### config.mk
export PLATFORM = sky130hd
export DESIGN_NAME = ata_taskfile_seq
export DESIGN_NICKNAME = d
export VERILOG_FILES = /design/src/rtl/ata_seq_pkg.sv /design/src/rtl/ata_tf_regs.sv /design/src/rtl/ata_seq_fsm.sv /design/src/rtl/ata_irq_ctl.sv /design/src/rtl/ata_taskfile_seq.sv
export SDC_FILE = /design/constraint.sdc
export NUM_CORES = 1
export LEC_CHECK = 0
export BUFFER_PORTS_ARGS = -buffer_cell sky130_fd_sc_hd__buf_2
export CELL_PAD_IN_SITES_DETAIL_PLACEMENT = 2
export CELL_PAD_IN_SITES_GLOBAL_PLACEMENT = 2
export CORE_MARGIN = 5
export CORE_UTILIZATION = 35
export DETAILED_ROUTE_END_ITERATION = 8
export PLACE_DENSITY_LB_ADDON = 0.1
export SYNTH_ARGS = -nofsm -noshare
export SYNTH_HDL_FRONTEND = slang
export SYNTH_HIERARCHICAL = 1
export SYNTH_SLANG_ARGS = --single-unit
### constraint.sdc
create_clock -name clk -period 3.52 [get_ports clk]
set_clock_uncertainty 0.05 [all_clocks]
set_input_delay 0.704 -clock clk [delete_from_list [all_inputs] [get_ports clk]]
set_output_delay 0.704 -clock clk [all_outputs]
set_load 0.02 [all_outputs]
### src/rtl/ata_seq_pkg.sv
package ata_seq_pkg;

  localparam logic [7:0] OP_READ_SECT = 8'h20;
  localparam logic [7:0] OP_READ_MULT = 8'hC4;
  localparam logic [7:0] OP_SET_MULT  = 8'hC6;
  localparam logic [7:0] OP_DIAG      = 8'h90;

  localparam logic [7:0] ERR_ABORT = 8'h04;
  localparam logic [7:0] DIAG_PASS = 8'h01;

  localparam logic [2:0] REG_DATA = 3'd0;
  localparam logic [2:0] REG_ERR  = 3'd1;
  localparam logic [2:0] REG_SCNT = 3'd2;
  localparam logic [2:0] REG_SNUM = 3'd3;
  localparam logic [2:0] REG_CYLL = 3'd4;
  localparam logic [2:0] REG_CYLH = 3'd5;
  localparam logic [2:0] REG_DEVH = 3'd6;
  localparam logic [2:0] REG_CMD  = 3'd7;
  localparam logic [2:0] REG_ALT  = 3'd6;

  typedef enum logic [1:0] {SQ_IDLE, SQ_EXEC, SQ_FETCH, SQ_XFER} sq_state_t;

  // Data word for sector ordinal 'ord' of a command whose start register is 'base'.
  function automatic logic [15:0] word_pattern(logic [7:0] base, logic [7:0] ord,
                                               logic [15:0] idx);
    logic [7:0] hi;
    hi = base + ord;
    return {hi ^ idx[15:8], idx[7:0]};
  endfunction

  // Sectors in the next block: the smaller of block size and sectors left.
  function automatic logic [8:0] block_len(logic [8:0] per_blk, logic [8:0] left);
    return (left < per_blk) ? left : per_blk;
  endfunction

  // Block size must be a nonzero power of two not above the limit.
  function automatic logic mult_ok(logic [7:0] n, logic [8:0] max_n);
    return (n != 8'd0) && ({1'b0, n} <= max_n) && ((n & (n - 8'd1)) == 8'd0);
  endfunction

  function automatic logic [7:0] status_byte(logic bsy, logic drq, logic err);
    return {bsy, 1'b1, 1'b0, 1'b1, drq, 1'b0, 1'b0, err};
  endfunction

endpackage

### src/rtl/ata_tf_regs.sv
module ata_tf_regs
  import ata_seq_pkg::*;
(
  input  logic       clk,
  input  logic       rst_n,
  input  logic       host_wr,
  input  logic       host_ctl,
  input  logic [2:0] host_reg,
  input  logic [7:0] host_wdata,
  input  logic       busy,
  output logic [7:0] scnt_q,
  output logic [7:0] snum_q,
  output logic [7:0] cyll_q,
  output logic [7:0] cylh_q,
  output logic [7:0] devh_q,
  output logic       nien_q,
  output logic       cmd_wr,
  output logic [7:0] cmd_code
);

  logic tf_wr;
  logic ctl_wr;

  assign tf_wr    = host_wr && !host_ctl && !busy;
  assign ctl_wr   = host_wr && host_ctl && (host_reg == REG_ALT);
  assign cmd_wr   = host_wr && !host_ctl && (host_reg == REG_CMD);
  assign cmd_code = host_wdata;

  always_ff @(posedge clk) begin
    if (!rst_n) begin
      scnt_q <= 8'd1;
      snum_q <= 8'd1;
      cyll_q <= 8'd0;
      cylh_q <= 8'd0;
      devh_q <= 8'd0;
      nien_q <= 1'b0;
    end else begin
      if (tf_wr) begin
        case (host_reg)
          REG_SCNT: scnt_q <= host_wdata;
          REG_SNUM: snum_q <= host_wdata;
          REG_CYLL: cyll_q <= host_wdata;
          REG_CYLH: cylh_q <= host_wdata;
          REG_DEVH: devh_q <= host_wdata;
          default:  ;
        endcase
      end
      if (ctl_wr) nien_q <= host_wdata[1];
    end
  end

  // a sector-count write while busy must not land
  assert_tf_hold_R12: assert property (@(posedge clk) disable iff (!rst_n)
    (busy && host_wr && !host_ctl && host_reg == REG_SCNT) |=> $stable(scnt_q));

endmodule

### src/rtl/ata_seq_fsm.sv
module ata_seq_fsm
  import ata_seq_pkg::*;
#(
  parameter int WORDS_PER_SECTOR = 256,
  parameter int MAX_MULT         = 16
) (
  input  logic       clk,
  input  logic       rst_n,
  input  logic       cmd_wr,
  input  logic [7:0] cmd_code,
  input  logic [7:0] scnt,
  input  logic       sec_rdy,
  input  logic       data_rd,
  output logic       bsy,
  output logic       drq,
  output logic       err_flag,
  output logic [7:0] err_reg,
  output logic       sec_req,
  output logic       irq_set,
  output logic       cmd_accept,
  output logic [7:0] sec_ord,
  output logic [$clog2(WORDS_PER_SECTOR)-1:0] word_idx
);

  localparam int             IDX_W     = $clog2(WORDS_PER_SECTOR);
  localparam logic [IDX_W-1:0] LAST_WORD = IDX_W'(WORDS_PER_SECTOR - 1);
  localparam logic [8:0]     MAX_M     = 9'(MAX_MULT);

  sq_state_t  state;
  logic [7:0] cmd_q;
  logic [8:0] remain, blk, fetched, sec_in_blk, mult_q;
  logic       multi_mode;

  // named internal events
  logic [8:0] scnt_n, remain_after, blk_last;
  logic       sec_taken, blk_ready, word_take, sect_done, blk_done, cmd_finish;
  logic       exec_to_fetch, exec_state;

  assign scnt_n        = (scnt == 8'd0) ? 9'd256 : {1'b0, scnt};
  assign remain_after  = remain - blk;
  assign blk_last      = blk - 9'd1;
  assign exec_state    = (state == SQ_EXEC);
  assign cmd_accept    = cmd_wr && ((state == SQ_IDLE) || (cmd_code == OP_DIAG));
  assign sec_taken     = (state == SQ_FETCH) && sec_rdy;
  assign blk_ready     = sec_taken && (fetched == blk_last);
  assign word_take     = (state == SQ_XFER) && data_rd;
  assign sect_done     = word_take && (word_idx == LAST_WORD);
  assign blk_done      = sect_done && (sec_in_blk == blk_last);
  assign cmd_finish    = blk_done && (remain == blk);
  assign exec_to_fetch = (cmd_q == OP_READ_SECT) ||
                         ((cmd_q == OP_READ_MULT) && (mult_q != 9'd0));
  assign irq_set       = !cmd_accept && ((exec_state && !exec_to_fetch) || blk_ready);

  assign bsy     = (state == SQ_EXEC) || (state == SQ_FETCH);
  assign drq     = (state == SQ_XFER);
  assign sec_req = (state == SQ_FETCH);

  always_ff @(posedge clk) begin
    if (!rst_n) begin
      state      <= SQ_IDLE;
      cmd_q      <= 8'd0;
      remain     <= 9'd0;
      blk        <= 9'd1;
      fetched    <= 9'd0;
      sec_in_blk <= 9'd0;
      mult_q     <= 9'd0;
      multi_mode <= 1'b0;
      err_reg    <= DIAG_PASS;
      err_flag   <= 1'b0;
      sec_ord    <= 8'd0;
      word_idx   <= '0;
    end else if (cmd_accept) begin
      state      <= SQ_EXEC;
      cmd_q      <= cmd_code;
      err_reg    <= 8'd0;
      err_flag   <= 1'b0;
      sec_ord    <= 8'd0;
      word_idx   <= '0;
      fetched    <= 9'd0;
      sec_in_blk <= 9'd0;
    end else begin
      case (state)
        SQ_EXEC: begin
          state <= SQ_IDLE;
          case (cmd_q)
            OP_DIAG: err_reg <= DIAG_PASS;
            OP_SET_MULT: begin
              if (mult_ok(scnt, MAX_M)) begin
                mult_q <= {1'b0, scnt};
              end else begin
                err_reg  <= ERR_ABORT;
                err_flag <= 1'b1;
              end
            end
            OP_READ_SECT: begin
              multi_mode <= 1'b0;
              remain     <= scnt_n;
              blk        <= 9'd1;
              state      <= SQ_FETCH;
            end
            OP_READ_MULT: begin
              if (mult_q == 9'd0) begin
                err_reg  <= ERR_ABORT;
                err_flag <= 1'b1;
              end else begin
                multi_mode <= 1'b1;
                remain     <= scnt_n;
                blk        <= block_len(mult_q, scnt_n);
                state      <= SQ_FETCH;
              end
            end
            default: begin
              err_reg  <= ERR_ABORT;
              err_flag <= 1'b1;
            end
          endcase
        end
        SQ_FETCH: begin
          if (blk_ready) begin
            fetched    <= 9'd0;
            sec_in_blk <= 9'd0;
            word_idx   <= '0;
            state      <= SQ_XFER;
          end else if (sec_taken) begin
            fetched <= fetched + 9'd1;
          end
        end
        SQ_XFER: begin
          if (sect_done) begin
            word_idx <= '0;
            sec_ord  <= sec_ord + 8'd1;
            if (blk_done) begin
              remain     <= remain_after;
              sec_in_blk <= 9'd0;
              if (cmd_finish) begin
                state <= SQ_IDLE;
              end else begin
                blk   <= block_len(multi_mode ? mult_q : 9'd1, remain_after);
                state <= SQ_FETCH;
              end
            end else begin
              sec_in_blk <= sec_in_blk + 9'd1;
            end
          end else if (word_take) begin
            word_idx <= word_idx + IDX_W'(1);
          end
        end
        default: state <= SQ_IDLE;
      endcase
    end
  end

  // an accepted command shows busy on the next cycle
  assert_bsy_on_accept_R2: assert property (@(posedge clk) disable iff (!rst_n)
    cmd_accept |=> bsy);

  // busy and data-request never together
  assert_bsy_drq_excl_R5: assert property (@(posedge clk) disable iff (!rst_n)
    !(bsy && drq));

  // a non-diagnostic command during transfer leaves the transfer alone
  assert_drq_hold_R12: assert property (@(posedge clk) disable iff (!rst_n)
    (drq && cmd_wr && cmd_code != OP_DIAG && !data_rd) |=> (drq && $stable(word_idx)));

  // block length stays within 1..MAX_MULT while a transfer runs
  assert_blk_bound_R8: assert property (@(posedge clk) disable iff (!rst_n)
    (sec_req || drq) |-> (blk != 9'd0 && blk <= MAX_M));

  // diagnostic ends quiet with the pass code
  assert_diag_done_R11: assert property (@(posedge clk) disable iff (!rst_n)
    (exec_state && cmd_q == OP_DIAG && !cmd_accept) |=> (err_reg == DIAG_PASS && !bsy && !drq));

  // an opcode outside the supported set aborts
  assert_abort_R10: assert property (@(posedge clk) disable iff (!rst_n)
    (exec_state && !cmd_accept && cmd_q != OP_DIAG && cmd_q != OP_SET_MULT &&
     cmd_q != OP_READ_SECT && cmd_q != OP_READ_MULT)
    |=> (err_flag && err_reg == ERR_ABORT && !bsy && !drq));

  // the final word leaves the sequencer idle
  assert_done_R6: assert property (@(posedge clk) disable iff (!rst_n)
    (cmd_finish && !cmd_accept) |=> (!bsy && !drq));

endmodule

### src/rtl/ata_irq_ctl.sv
module ata_irq_ctl (
  input  logic clk,
  input  logic rst_n,
  input  logic irq_set,
  input  logic cmd_accept,
  input  logic stat_rd,
  input  logic alt_rd,
  input  logic nien,
  output logic pending,
  output logic intrq
);

  always_ff @(posedge clk) begin
    if (!rst_n)          pending <= 1'b0;
    else if (cmd_accept) pending <= 1'b0;
    else if (irq_set)    pending <= 1'b1;
    else if (stat_rd)    pending <= 1'b0;
  end

  assign intrq = pending && !nien;

  // a status read with no new event clears the interrupt
  assert_stat_clear_R3: assert property (@(posedge clk) disable iff (!rst_n)
    (stat_rd && !irq_set && !cmd_accept) |=> !pending);

  // an alternate status read keeps the interrupt
  assert_alt_keep_R4: assert property (@(posedge clk) disable iff (!rst_n)
    (alt_rd && pending && !stat_rd && !cmd_accept) |=> pending);

endmodule

### src/rtl/ata_taskfile_seq.sv
module ata_taskfile_seq
  import ata_seq_pkg::*;
#(
  parameter int WORDS_PER_SECTOR = 256,
  parameter int MAX_MULT         = 16
) (
  input  logic        clk,
  input  logic        rst_n,
  input  logic        host_wr,
  input  logic        host_rd,
  input  logic        host_ctl,
  input  logic [2:0]  host_reg,
  input  logic [7:0]  host_wdata,
  output logic [15:0] host_rdata,
  output logic        intrq,
  output logic        sec_req,
  input  logic        sec_rdy
);

  localparam int IDX_W = $clog2(WORDS_PER_SECTOR);

  logic [7:0] scnt_q, snum_q, cyll_q, cylh_q, devh_q, cmd_code, err_reg, sec_ord, status;
  logic       nien_q, cmd_wr, bsy, drq, err_flag, irq_set, cmd_accept, pending;
  logic       stat_rd, alt_rd, data_rd;
  logic [IDX_W-1:0] word_idx;
  logic [15:0] data_word;

  assign stat_rd   = host_rd && !host_ctl && (host_reg == REG_CMD);
  assign alt_rd    = host_rd && host_ctl && (host_reg == REG_ALT);
  assign data_rd   = host_rd && !host_ctl && (host_reg == REG_DATA);
  assign status    = status_byte(bsy, drq, err_flag);
  assign data_word = word_pattern(snum_q, sec_ord, 16'(word_idx));

  ata_tf_regs i_regs (
    .clk(clk), .rst_n(rst_n), .host_wr(host_wr), .host_ctl(host_ctl),
    .host_reg(host_reg), .host_wdata(host_wdata), .busy(bsy || drq),
    .scnt_q(scnt_q), .snum_q(snum_q), .cyll_q(cyll_q), .cylh_q(cylh_q),
    .devh_q(devh_q), .nien_q(nien_q), .cmd_wr(cmd_wr), .cmd_code(cmd_code)
  );

  ata_seq_fsm #(.WORDS_PER_SECTOR(WORDS_PER_SECTOR), .MAX_MULT(MAX_MULT)) i_fsm (
    .clk(clk), .rst_n(rst_n), .cmd_wr(cmd_wr), .cmd_code(cmd_code), .scnt(scnt_q),
    .sec_rdy(sec_rdy), .data_rd(data_rd), .bsy(bsy), .drq(drq), .err_flag(err_flag),
    .err_reg(err_reg), .sec_req(sec_req), .irq_set(irq_set), .cmd_accept(cmd_accept),
    .sec_ord(sec_ord), .word_idx(word_idx)
  );

  ata_irq_ctl i_irq (
    .clk(clk), .rst_n(rst_n), .irq_set(irq_set), .cmd_accept(cmd_accept),
    .stat_rd(stat_rd), .alt_rd(alt_rd), .nien(nien_q), .pending(pending), .intrq(intrq)
  );

  always_comb begin
    host_rdata = 16'h0000;
    if (host_ctl) begin
      if (host_reg == REG_ALT) host_rdata = {8'h00, status};
    end else begin
      case (host_reg)
        REG_DATA: host_rdata = drq ? data_word : 16'h0000;
        REG_ERR:  host_rdata = {8'h00, err_reg};
        REG_SCNT: host_rdata = {8'h00, scnt_q};
        REG_SNUM: host_rdata = {8'h00, snum_q};
        REG_CYLL: host_rdata = {8'h00, cyll_q};
        REG_CYLH: host_rdata = {8'h00, cylh_q};
        REG_DEVH: host_rdata = {8'h00, devh_q};
        default:  host_rdata = {8'h00, status};
      endcase
    end
  end

endmodule

**Word-level counts from Yosys, hierarchy flattened**

Index checks and enable logic that the tools add are counted.
Widths: inputs -> output; s select.

- Register bits after elaboration: 122
- Bits of input ports: 17
- Output and inout port bits: 18
- Word-level logic and storage cells: 185

- Add/sub/neg operators: 8
- Magnitude comparators: 3
- Eq/ne operators: 35
- Muxes and demuxes: 49
- Bitwise gates (word level): 5
- Reductions and logical operators: 64

Operator list:

| operator | count |
|---|---|
| $mux 9 | 15 |
| $pmux 16 s7 | 1 |
| $pmux 9 s2 | 5 |
| $mux 8 | 7 |
| $eq 8x8->1 const B | 5 |
| $mux 16 | 2 |
| $pmux 8 s4 | 1 |
| $eq 9x9->1 | 3 |
| $logic_and 1x1->1 | 21 |
| $reduce_and 4->1 | 5 |
| $add 9x1->9 const B | 2 |
| $add 8x1->8 const B | 2 |
| $logic_not 8->1 | 2 |
| $pmux 8 s2 | 1 |
| $reduce_and 2->1 | 7 |
| $eq 3x3->1 const B | 4 |
| $ne 3x1->1 const B | 4 |
| $reduce_and 3->1 | 4 |
| $reduce_bool 2->1 | 6 |
| $mux 2 | 5 |
| $logic_not 9->1 | 1 |
| $lt 9x8->1 | 1 |
| $lt 9x9->1 | 1 |
| $reduce_bool 9->1 | 1 |
| 29 further kinds | 58 |

**Depth between registers and ports, before layout**

Gate-level depths: netlist of run 1.

- Depth after elaboration: 12
- Mapped depth: 15

**Hierarchy**

The synthesis of run 1 kept the hierarchy.

By module, submodules not included:

| module | instances | cells an instance | area each (µm²) |
|---|---|---|---|
| ata_seq_fsm | 1 | 682 | 5402.7 |
| ata_tf_regs | 1 | 161 | 1655.3 |
| ata_taskfile_seq | 1 | 136 | 978.4 |
| ata_irq_ctl | 1 | 5 | 46.3 |

**Worst setup path before layout of run 1**

Ideal clock, no wire load.

- Kind: reg2reg
- Start: reg i_fsm.blk[3]
- End: reg i_fsm.blk[4]
- Arrival: 3.592 ns
- Path slack: -0.196 ns
- Cell stages (with the launch flop): 15
- Clock period less this slack: 3.716 ns
- Cell sequence: dfxtp_1 buf_2 inv_1 ha_1 a21oi_1 a21boi_0 or4b_2 nand3_1 ha_1 a21o_1 a221oi_1 clkbuf_1 and3_1 o21ai_0 a31oi_1

- Longest elaborated chain between the ends: 7
- Elaborated cells on any way between the ends: 15
- Those cells by class: add/sub: 2; order compare: 1; eq/ne: 4; mux: 5; reduce/logical: 3

Ends and longest elaborated chain:

| item | RTL line | RTL |
|---|---|---|
| start: declaration | ata_seq_fsm.sv:31 | `logic [8:0] remain, blk, fetched, sec_in_blk, mult_q;` |
| start signal: assignment | ata_seq_fsm.sv:108 | `blk <= block_len(mult_q, scnt_n);` |
| start signal: assignment | ata_seq_fsm.sv:138 | `blk <= block_len(multi_mode ? mult_q : 9'd1, remain_after);` |
| $sub 9x9->9 | ata_seq_fsm.sv:40 | `assign remain_after = remain - blk;` |
| $lt 9x9->1 | ata_seq_pkg.sv:33 | `return (left < per_blk) ? left : per_blk;` |
| $mux 9 | ata_seq_pkg.sv:33 |  |
| $mux 9 | ata_seq_fsm.sv:135 | `if (cmd_finish) begin` |
| $mux 9 | ata_seq_fsm.sv:132 | `if (blk_done) begin` |
| $mux 9 | ata_seq_fsm.sv:129 | `if (sect_done) begin` |
| $pmux 9 s2 | ata_seq_fsm.sv:82 | `case (state)` |

Several ways; a longest one is shown, not always the timed one. The select of a mux whose other input is x is not followed.
A chain may end at the register's enable or synchronous reset.

**Worst setup path after layout of run 1**

- Start: reg i_fsm.remain[0]
- End: reg i_fsm.blk[7]

- Longest elaborated chain between the ends: 7
- Elaborated cells on any way between the ends: 11
- Those cells by class: add/sub: 1; order compare: 1; eq/ne: 2; mux: 5; reduce/logical: 2

Ends and longest elaborated chain:

| item | RTL line | RTL |
|---|---|---|
| start: declaration | ata_seq_fsm.sv:31 |  |
| start signal: assignment | ata_seq_fsm.sv:97 | `remain <= scnt_n;` |
| start signal: assignment | ata_seq_fsm.sv:107 | `remain <= scnt_n;` |
| start signal: assignment | ata_seq_fsm.sv:133 | `remain <= remain_after;` |
| $sub 9x9->9 | ata_seq_fsm.sv:40 |  |
| $lt 9x9->1 | ata_seq_pkg.sv:33 |  |
| $mux 9 | ata_seq_pkg.sv:33 |  |
| $mux 9 | ata_seq_fsm.sv:135 |  |
| $mux 9 | ata_seq_fsm.sv:132 |  |
| $mux 9 | ata_seq_fsm.sv:129 |  |
| $pmux 9 s2 | ata_seq_fsm.sv:82 |  |

Several ways; a longest one is shown, not always the timed one. The select of a mux whose other input is x is not followed.

==> flow_summary.json, run 1 <==
{
  "status": "completed",
  "worstSetupEndpointType": "register",
  "worst-path-max-fanout": 4,
  "maxCapViolations": 0,
  "fin_tns_setup_ns": 0,
  "finalNetCount": 1084,
  "die_h_um": 161.9,
  "diodes": 0,
  "dieArea_um2": 26210,
  "power.density_nw_per_um2": 350.9,
  "synth_cells": 983,
  "cp_top_family": "simple AND/OR/NAND/NOR gates",
  "ctsHoldBuffers": 0,
  "rsz0062_at_grt": "no",
  "grt.busiest_layer": "met2",
  "crit_path_cell_trace": "inv_1, ha_2, inv_1, fa_2, nand3_2, a21boi_1, or4b_4, nand3_4, ha_4, a21o_1, a221oi_2, buf_4, buf_2, and4_1, nor3_1, a211oi_1",
  "worstMarginPinSlew_ns": 0.7227,
  "grt_overflow_total": 0,
  "crit_path_top_delay_cell": "or4b_4",
  "syn_area_per_cell_um2": 8.216,
  "power_frac_clock_pct": 54.3,
  "ys_warn_count": 6,
  "gr-usage-met2_pct": 38.64,
  "worstSetupPathDepth": 16,
  "startpoint_type": "register",
  "io_pins": 35,
  "vias_per_cell": 5.716,
  "place_hpwl_um": 21080,
  "switching_share_pct": 29.05,
  "cts_tree": "built",
  "final_cell_mix": "118 x nand2_1, 116 x dfxtp_1, 73 x nor2_1, 68 x mux2i_1, 57 x buf_4",
  "h-tree-depth": 4,
  "port_buffers": 34,
  "switchingPower_mw": 0.9597,
  "seqPwrFrac_pct": 40.2,
  "syn_area_um2": 8076,
  "drt_iter0_drc": 341,
  "critPathBufInv": 4,
  "final-setup-viol-count": 0,
  "clk_latency_ns": 0.44,
  "gr-usage-met1_pct": 28.76,
  "holdPathStages": 2,
  "fmax_mhz": 299.5,
  "postRouteAntennaNets": 0,
  "period_share_pct": 94.85,
  "die_width_um": 161.9,
  "criticalPathCategory": "register to register",
  "start_util_pct": 35.56,
  "reg2regPathDepth": 16,
  "vdd_ir_drop_max_mv": 0.2954,
  "cp.arrival_ns": 3.63,
  "relSlewSlack_pct": 51.67,
  "grt_first_pass_wirelength_um": 46060,
  "fin_crit_ns": 3.339,
  "drt_wl_total_um": 28830,
  "num_vias": 7568,
  "numCtsBuffers": 17,
  "clk_pin_slew_worst_paths_ns": 0.07,
  "whs_ns": 0.4092,
  "grtUsageTotal_pct": 22.18,
  "hp-class": "register to register",
  "grt_pass1_vias": 8137,
  "cpMostUsedCell": "inv_1",
  "synthToLayoutAreaGrowth_pct": 16.56,
  "required_ns": 3.81,
  "first_pass_iters": 4,
  "cts_num_sinks": 116,
  "antenna_found_initial": 0,
  "use_met3_pct": 2.893,
  "core_um2": 22710,
  "hold_viol_final": 0,
  "cts_buffer_depth": 2,
  "final_common_cell": "nand2_1",
  "final_max_slew_viol_count": 0,
  "rows": 55,
  "leakage_nw": 3.936,
  "gp_congestion": 0.8090,
  "drc": 0,
  "cts-root-buf": "clkbuf_16",
  "drive_gt1_share_pct": 17.42,
  "max_stage_delay_ns": 0.50,
  "intPower_mw": 2.344,
  "wire_per_inst_um": 21.78,
  "combPwrFrac_pct": 5.5,
  "grt_max_degree": 60
}
==> worst register-to-register path: cells and delay by family, from the launching register on <==
kind	cells	cell delay, ns
flops	1	0.31
buf+inv	4	0.41
compound gates	4	0.79
fa+ha+maj	3	0.73
simple gates	5	0.97
==> repair_timing <==
| action | 4_1_cts | 5_1_grt |
|---|---|---|
| gates cloned | 1 | 0 |
| resized for setup | 5 | 12 |
| pin swaps | 7 | 5 |
| setup buffers | 2 | 1 |
| setup endpoints to repair | 8 | 25 |
==> power groups by stage <==
stage	Combinational [mW]	Sequential [mW]	Clock (mW)
after detailed placement	0.181	1.36	0
after global placement	0.180	1.36	0
final	0.180	1.33	1.79
after global routing	0.197	1.33	1.91
after CTS	0.182	1.33	1.85
after floorplan	0.127	1.35	0
==> through the flow <==
stage / cell area [um^2] / setup WS [ns] / instances / total power, mW / utilization, %
3_3_place_gp: 8701 / 0.02501 / 1288 / 1.538 / 38.31
2_1_floorplan: 8122 / 0.01421 / 988 / 1.480 / -
5_1_grt: 9414 / 0.005709 / 1324 / 3.434 / 41.45
4_1_cts: 9343 / 0.02357 / 1323 / 3.360 / 41.14
3_5_place_dp: 8701 / -0.06075 / 1288 / 1.539 / 38.31
6_report: 9414 / 0.1814 / 1324 / 3.304 / 41.45
==> final timing paths <==
check | slack (ns) | endpoint | from
max | 0.18 | i_fsm/blk[7] | i_fsm/remain[0]
min | 0.41 | i_regs/cylh_q[6] | i_regs/cylh_q[6]
max reg2reg | 0.18 | i_fsm/blk[7] | i_fsm/remain[0]
min reg2reg | 0.41 | i_regs/cylh_q[6] | i_regs/cylh_q[6]
==> final cells by class <==
| class | instances | area (um^2) |
|---|---|---|
| Fill cell | 2553 | 13300 |
| Clock buffer | 17 | 425.4 |
| Multi-Input combinational cell | 764 | 5359 |
| Inverter | 33 | 123.9 |
| Timing Repair Buffer | 94 | 643.1 |
| Tap cell | 285 | 356.6 |
| Sequential cell | 116 | 2322 |
| Clock inverter | 15 | 183.9 |
==> metal layers <==
metal / vias up / part of all wire, %
li1: 3662 / -
met1: 3791 / 47
met2: 84 / 49
met3: 31 / 1.7
met4: 0 / 2.0
met5: - / 0
Note: power is estimated with default switching activity, not from simulation.
==> inputs of run 2 (changes only) <==
Settings changed: CORE_UTILIZATION 35 to 41.
Clock period 3.52 ns to 3.9 ns, I/O delays scaled along.
==> run 2 against run 1 <==
  * Fmax is 11% lower
  * Count of clock-buffer cells in the layout unchanged
  * Sequential share of layout area up 0.78 points
  * Worst setup slack worse by 0.044 ns
  * Combinational power is 8% lower
  * Clock power shrank 11%
  * Final cell count down 3.3%
  * Routed wire length up 5.8%
  * Core utilization rose by 5.6 points
  * Global-route usage grew 5.3 points
  * Sequential cell count unchanged
==> flow_summary.json, run 2 (synthesis results as in run 1) <==
{
  "relSlewSlack_pct": 51.90,
  "required_ns": 4.20,
  "final_cell_area_um2": 9126,
  "drc": 0,
  "grt_max_degree": 47,
  "drive_gt1_share_pct": 14.98,
  "cp.arrival_ns": 4.06,
  "power.density_nw_per_um2": 324.2,
  "diodes": 0,
  "placed_area_um2": 8456,
  "clk_pin_slew_worst_paths_ns": 0.06,
  "period_share_pct": 96.47,
  "hold_viol_final": 0,
  "cts_num_sinks": 116,
  "grtUsageTotal_pct": 27.46,
  "hp-start": "i_regs/cylh_q[6]",
  "core_um2": 19400,
  "reg2regPathDepth": 11,
  "fin_tns_setup_ns": 0,
  "hp-class": "register to register",
  "wire_per_inst_um": 23.83,
  "worst-path-max-fanout": 13,
  "grt_first_pass_wirelength_um": 48370,
  "final_max_slew_viol_count": 0,
  "clk_latency_ns": 0.43,
  "top_layer": "met4",
  "ctsHoldBuffers": 0,
  "cts-root-buf": "clkbuf_16",
  "dieArea_um2": 22610,
  "cts_buffer_depth": 2,
  "wl_met1_um": 12930,
  "cts_tree": "built",
  "drt_wl_total_um": 30500,
  "worstReg2RegEnd": "i_fsm/word_idx[3]",
  "grt_overflow_total": 0,
  "status": "completed",
  "num_vias": 7815,
  "start_util_pct": 41.63,
  "final_cell_mix": "118 x nand2_1, 116 x dfxtp_1, 73 x nor2_1, 68 x mux2i_1, 48 x a21oi_1",
  "gp_congestion": 0.8652,
  "die_width_um": 150.4,
  "met2_length_um": 15990,
  "first_pass_iters": 5,
  "wl_met3_um": 675,
  "numCtsBuffers": 17,
  "port_buffers": 34,
  "grt_pass1_vias": 8654,
  "r2r-start": "i_fsm/blk[0]",
  "startpoint_type": "register",
  "postRouteAntennaNets": 0,
  "worstSetupEndpointType": "register",
  "h-tree-depth": 4,
  "final-setup-viol-count": 0,
  "vias_per_cell": 6.105,
  "worstMarginPinSlew_ns": 0.7193,
  "maxCapViolations": 0,
  "synthToLayoutAreaGrowth_pct": 13.00,
  "hold_end": "i_regs/cylh_q[6]",
  "io_pins": 35,
  "fmax_mhz": 265.8,
  "finalNetCount": 1060,
  "drt_iter0_drc": 449,
  "criticalPathCategory": "register to register",
  "final_common_cell": "nand2_1",
  "reg2reg_slack_ns": 0.14,
  "place_hpwl_um": 21850,
  "rows": 51,
  "rsz0062_at_grt": "no",
  "fin_crit_ns": 3.762,
  "antenna_found_initial": 0,
  "vdd_ir_drop_max_mv": 0.2919,
  "die_h_um": 150.4,
  "holdPathStages": 2,
  "leakage_nw": 3.771
}
## run 2: cell count changes in the layout (fill, tap and decap cells not counted), sizes merged
cell      delta
clkinv       -4
inv          +1
clkinvlp     +2
buf         -24
bufinv       +1
## run 2: metal layers
metal | global-route usage (%) | vias up
met2 | 49.70 | 164
li1 | - | 3588
met5 | 0 | -
met1 | 32.95 | 4010
met3 | 3.642 | 53
met4 | 10.29 | 0
## run 2: final cells by class
| class | count | area [um^2] |
|---|---|---|
| Clock inverter | 15 | 160.2 |
| Fill cell | 2200 | 10270 |
| Sequential cell | 116 | 2322 |
| Tap cell | 265 | 331.6 |
| Clock buffer | 17 | 425.4 |
| Timing Repair Buffer | 70 | 456.7 |
| Inverter | 33 | 123.9 |
| Multi-Input combinational cell | 764 | 5306 |
## run 2: how the worst max path moves through the flow
stage / startpoint / to / slack, ns
after floorplan: host_reg[2] / i_fsm/blk[0] / 0.11
after global placement: i_fsm/remain[0] / i_fsm/blk[0] / 0.16
after detailed placement: i_fsm/remain[0] / i_fsm/blk[6] / -0.08
after CTS: i_fsm/remain[0] / i_fsm/blk[0] / 0.006
after global routing: i_fsm/remain[0] / i_fsm/blk[0] / 0.0004
final: i_fsm/blk[0] / i_fsm/word_idx[3] / 0.14
## run 2: power by group
group          switching (mW)  internal [mW]
registers             0.00901           1.19
clock network           0.686          0.907
logic                   0.112         0.0531
## run 2: per-stage QoR
stage               hold slack, ns  std cells  util, %  setup slack [ns]  total power, mW
finish                      0.4125       1280    47.05            0.1379            2.958
global route                0.4432       1280    47.05         0.0004130            3.050
CTS                         0.4182       1279    46.88          0.005751            2.981
detailed placement          0.4097       1245    43.59          -0.08029            1.387
global placement            0.3941       1245    43.59            0.1613            1.381
floorplan                   0.3850        988        -            0.1146            1.336
## run 2: timing repair
action	4_1_cts	5_1_grt
pin swaps	0	1
setup endpoints to repair	7	14
resized for setup	4	7
endpoints found under the hold margin	0	0
setup buffers	2	1
## run 2: worst max-delay path: stages (launching register included)
cell and delay (ns):
dfxtp_1 0.32, buf_4 0.17, inv_1 0.09, ha_1 0.25
or4b_1 0.49, or4_4 0.48, xnor2_1 0.23, a2111oi_4 0.49
a21oi_2 0.26, buf_4 0.23, or4_1 0.47, a21oi_1 0.17
